--- src/rtl/mod_adder_pkg.sv ---
package mod_adder_pkg;
  typedef struct packed {
    logic load;
  } maddStrobe_t;
endpackage

--- src/rtl/mod_adder_ctrl.sv ---
module mod_adder_ctrl
  import mod_adder_pkg::*;
#(
  parameter bit REG_OUT = 1'b1
) (
  input  logic        clk,
  input  logic        rstN,
  input  logic        inValid,
  output maddStrobe_t strobe,
  output logic        outValid
);
  assign strobe.load = inValid;

  generate
    if (REG_OUT) begin : g_reg
      logic validQ;
      always_ff @(posedge clk or negedge rstN) begin
        if (!rstN) validQ <= 1'b0;
        else       validQ <= inValid;
      end
      assign outValid = validQ;


      valid_lag_chk: assert property (@(posedge clk) disable iff (!rstN)
        outValid == $past(inValid));
    end else begin : g_comb
      assign outValid = inValid;
    end
  endgenerate
endmodule

--- src/rtl/mod_adder_dp.sv ---
module mod_adder_dp
  import mod_adder_pkg::*;
#(
  parameter int MODULUS = 13,
  parameter bit REG_OUT = 1'b1,
  localparam int K = $clog2(MODULUS)
) (
  input  logic         clk,
  input  logic         rstN,
  input  maddStrobe_t  strobe,
  input  logic [K-1:0] x,
  input  logic [K-1:0] y,
  output logic [K-1:0] sum
);
  localparam logic [K:0] CORR = (K+1)'((2 ** K) - MODULUS);

  logic [K:0]   rawSum;
  logic [K:0]   fixSum;
  logic         useFix;
  logic [K-1:0] nextSum;

  assign rawSum  = {1'b0, x} + {1'b0, y};
  assign fixSum  = {1'b0, rawSum[K-1:0]} + CORR;
  assign useFix  = rawSum[K] | fixSum[K];
  assign nextSum = useFix ? fixSum[K-1:0] : rawSum[K-1:0];


  carry_excl_chk: assert property (@(posedge clk) disable iff (!rstN)
    strobe.load |-> !(rawSum[K] && fixSum[K]));

  generate
    if (REG_OUT) begin : g_reg
      logic [K-1:0] sumQ;
      always_ff @(posedge clk or negedge rstN) begin
        if (!rstN)            sumQ <= '0;
        else if (strobe.load) sumQ <= nextSum;
      end
      assign sum = sumQ;


      hold_chk: assert property (@(posedge clk) disable iff (!rstN)
        !$past(strobe.load) |-> $stable(sum));
    end else begin : g_comb
      assign sum = nextSum;


      comb_value_chk: assert property (@(posedge clk) disable iff (!rstN)
        strobe.load |-> (int'(sum) == (int'(x) + int'(y)) % MODULUS));
    end
  endgenerate
endmodule

--- src/rtl/modAdder.sv ---
module modAdder
  import mod_adder_pkg::*;
#(
  parameter int MODULUS = 13,
  parameter bit REG_OUT = 1'b1,
  localparam int K = $clog2(MODULUS)
) (
  input  logic         clk,
  input  logic         rstN,
  input  logic         inValid,
  input  logic [K-1:0] x,
  input  logic [K-1:0] y,
  output logic         outValid,
  output logic [K-1:0] sum
);
  maddStrobe_t strobe;

  mod_adder_ctrl #(.REG_OUT(REG_OUT)) u_ctrl (
    .clk(clk), .rstN(rstN), .inValid(inValid),
    .strobe(strobe), .outValid(outValid)
  );

  mod_adder_dp #(.MODULUS(MODULUS), .REG_OUT(REG_OUT)) u_dp (
    .clk(clk), .rstN(rstN), .strobe(strobe),
    .x(x), .y(y), .sum(sum)
  );


  range_chk: assert property (@(posedge clk) disable iff (!rstN)
    outValid |-> (int'(sum) < MODULUS));
endmodule

--- config.mk ---
export PLATFORM = sky130hd
export DESIGN_NAME = modAdder
export DESIGN_NICKNAME = d
export VERILOG_FILES = /design/src/rtl/mod_adder_pkg.sv /design/src/rtl/mod_adder_ctrl.sv /design/src/rtl/mod_adder_dp.sv /design/src/rtl/modAdder.sv
export SDC_FILE = /design/constraint.sdc
export NUM_CORES = 1
export LEC_CHECK = 0
export ABC_AREA = 0
export CORE_AREA = 5 5 42 44
export DETAILED_ROUTE_END_ITERATION = 8
export DIE_AREA = 0 0 47 49
export DONT_BUFFER_PORTS = 1
export MAX_ROUTING_LAYER = met4
export PLACE_DENSITY = 0.5
export RECOVER_POWER = 100
export SETUP_SLACK_MARGIN = 0.2
export SLEW_MARGIN = 5
export SYNTH_ARGS = -nofsm -noshare
export SYNTH_HDL_FRONTEND = slang
export SYNTH_SLANG_ARGS = --single-unit
--- constraint.sdc ---
create_clock -name clk -period 1.3 [get_ports clk]
set_input_delay 0.26 -clock clk [delete_from_list [all_inputs] [get_ports clk]]
set_output_delay 0.26 -clock clk [all_outputs]
set_load 0.05 [all_outputs]
==> flow_summary.toml <==
[status]
status = "finished, violations left"
violations = "negative setup slack"

[power]
leakage_nw = 0.307
power.internal_w = 0.000497
switching_power_w = 0.000356
swShare = 0.417
power_density_mw_per_mm2 = 1150
vdd_drop_max_mv = 1.21
power.share.sequential = 0.332
pwr-share-clk = 0.205
p_comb_frac = 0.463

[cells_and_area]
nNetsFinal = 87
register_area_um2 = 125
drive_gt1_frac = 0.493
fin_area_um2 = 741
area_growth_pct = 66.3
num_antenna_cells = 0
n_fill_cell = 132
multi_input_area_um2 = 415

[critical_path]
end_kind = "flop"
cp_max_fo = 4
start_kind = "input pin"
arrival_ps = 1880
r2r_setup_slack_ps = 330
required_ps = 1420
endpoint = "u_dp.sum[0]$_DFFE_PN0P_"
worstReg2RegStart = "u_dp.sum[3]$_DFFE_PN0P_"
crit_start = "y[0]"
worst-setup-path-type = "input pin to flop"
worstReg2RegEnd = "u_dp.sum[3]$_DFFE_PN0P_"
r2r_cells = 2

[logic_synthesis]
yosysSeqAreaShare = 0.281
synth_area_leaders = "dfrtp_1 (28%), ha_1 (14%), a2111oi_1 (4.5%), fa_1 (4.5%), nor2_1 (4.2%)"
synth_top_cell_by_area = "dfrtp_1"
synthFlopType = "dfrtp_1"
synthCells = 48
syn_avg_cell_area_um2 = 9.28
synth_common_cells = "dfrtp_1 (5), ha_1 (5), nor2_1 (5)"
syn_area_um2 = 445
ys_types = 26
netlist.area_leader.share = 0.281
async_flop_share = 1.00
synth_edf_count = 0
ys_warn_count = 0
synth_fp_nets = 65
synth-seq-cells = 5

[floorplanning]
coreArea_mm2 = 0.00140
dieArea_mm2 = 0.00230
pin_count = 16
chipHeight_um = 49
initial_core_util = 0.318
die_w_um = 47
rows = 14

[place]
io_buffers = 0
gp_congestion = 0.858
detailed_place_hpwl_um = 1070
place_area_um2 = 651

[sta]
finalCritPeriodShare = 1.35
worst_pin_slew_ps = 496
setup_viol = 4
drv_slew = 0
finClkSkew_ps = 0
setup-tns-final_ps = -1700
fin_crit_ps = 1760
setup_ws_ps = -456
whs_ps = 55.1
hold_viol_final = 0
rsz0062_at_grt = "true"
clock.fmax_mhz = 569
slew_headroom = 0.669

[grt]
grt_use_total = 0.120
grt_max_degree = 7
grt_overflow = 0
grt_pass1_vias = 485
antenna_found_initial = 0
grt_pass1_wl_um = 2020

[routing]
avgViaCountPerCell = 5.45
wl_per_cell_um = 15.4
antenna_left = 0
routed_wl_um = 1310
dr.pass1.iters = 6
drc = 0
vias = 463
first_iter_violations = 14

[clocking]
path_clk_slew_ps = 50
cts-buffers-inserted = 3
cts_tree = "yes"
clk_path_buf_depth = 2
clock-sinks = 5
clock_latency_ps = 240
cts_root_buf = "clkbuf_4"
htree_levels = 1

[flow_run]
max_cap_violations = 0

[worst_hold_path]
holdCritPathClass = "input pin to flop"
-- registers in the layout, summed over array words and instances, names as in the netlist --
name,count
u_dp.sum,4
u_ctrl.outValid,1
-- layout by cell type (no fill, tap or decap), types with 2 or more instances in the layout --
| cell | count |
|---|---|
| buf_4 | 14 |
| dfrtp_1 | 5 |
| nor2_1 | 4 |
| nand2_1 | 3 |
| ha_1 | 3 |
| clkbuf_4 | 3 |
| inv_1 | 2 |
| nand3_1 | 2 |
| a2111oi_4 | 2 |
| a21oi_1 | 2 |
| o31a_1 | 2 |
| ha_4 | 2 |
| buf_6 | 2 |
-- stage by stage --
step,utilization,std cells,worst slack (ps),power [W]
4_1_cts,0.521,84,-448,0.000856
2_1_floorplan,-,48,-634,0.000518
5_1_grt,0.529,85,-517,0.000912
3_5_place_dp,0.464,77,-698,0.000632
6_report,0.529,85,-456,0.000853
3_3_place_gp,0.464,77,-649,0.000619
-- worst min path at each step --
stage / startpoint / endpoint / cells past startpoint
finish: inValid / u_ctrl.outValid$_DFF_PN0_ / 0
floorplan: rstN / u_ctrl.outValid$_DFF_PN0_ / 0
detailed placement: rstN / u_dp.sum[1]$_DFFE_PN0P_ / 0
global placement: rstN / u_dp.sum[1]$_DFFE_PN0P_ / 0
global route: inValid / u_ctrl.outValid$_DFF_PN0_ / 0
CTS: inValid / u_ctrl.outValid$_DFF_PN0_ / 0
-- power by group through the flow --
stage	Clock [W]	Sequential [W]	Combinational (W)
finish	0.000175	0.000283	0.000395
global route	0.000202	0.000285	0.000424
CTS	0.000185	0.000286	0.000385
detailed placement	0	0.000285	0.000347
global placement	0	0.000284	0.000335
floorplan	0	0.000301	0.000217
-- final cells by class --
class	count	area share
clock buffers	4	0.0355
inverters	3	0.0152
multi-input cells	39	0.561
flip-flops and latches	5	0.169
well taps	16	0.0270
repair buffers	18	0.193
-- cells by family after synthesis --
| family | Yosys count | synth area share |
|---|---|---|
| buffers and inverters | 4 | 0.0421 |
| adder cells (fa/ha/maj) | 6 | 0.185 |
| AND/OR/NAND/NOR | 13 | 0.132 |
| XOR/XNOR | 2 | 0.0393 |
| flip-flops | 5 | 0.281 |
| AO/OA/AOI/OAI | 18 | 0.320 |
-- timing repair --
| item | CTS | global route |
|---|---|---|
| pin swaps | 4 | 2 |
| hold buffers | 1 | 0 |
| setup endpoints to repair | 8 | 5 |
| hold endpoints to repair | 5 | 0 |
| resized for setup | 8 | 2 |
| setup buffers | 2 | 1 |
-- layer usage --
| metal | GRT usage | wire [µm] | up-vias | part of all wire |
|---|---|---|---|---|
| met1 | 0.140 | 543 | 223 | 0.42 |
| li1 | - | - | 229 | - |
| met2 | 0.204 | 724 | 11 | 0.55 |
| met5 | - | 0 | - | 0 |
| met4 | 0.0138 | 0 | 0 | 0 |
| met3 | 0.0332 | 38 | 0 | 0.029 |
-- worst max-delay path: stages --
cell and delay, ps:
ha_4 140, fa_2 550, inv_2 50, ha_4 170, nand2b_4 140, a2111oi_4 310
o31a_1 190, o31ai_2 70
No activity file was read; power rests on OpenSTA's default activity.
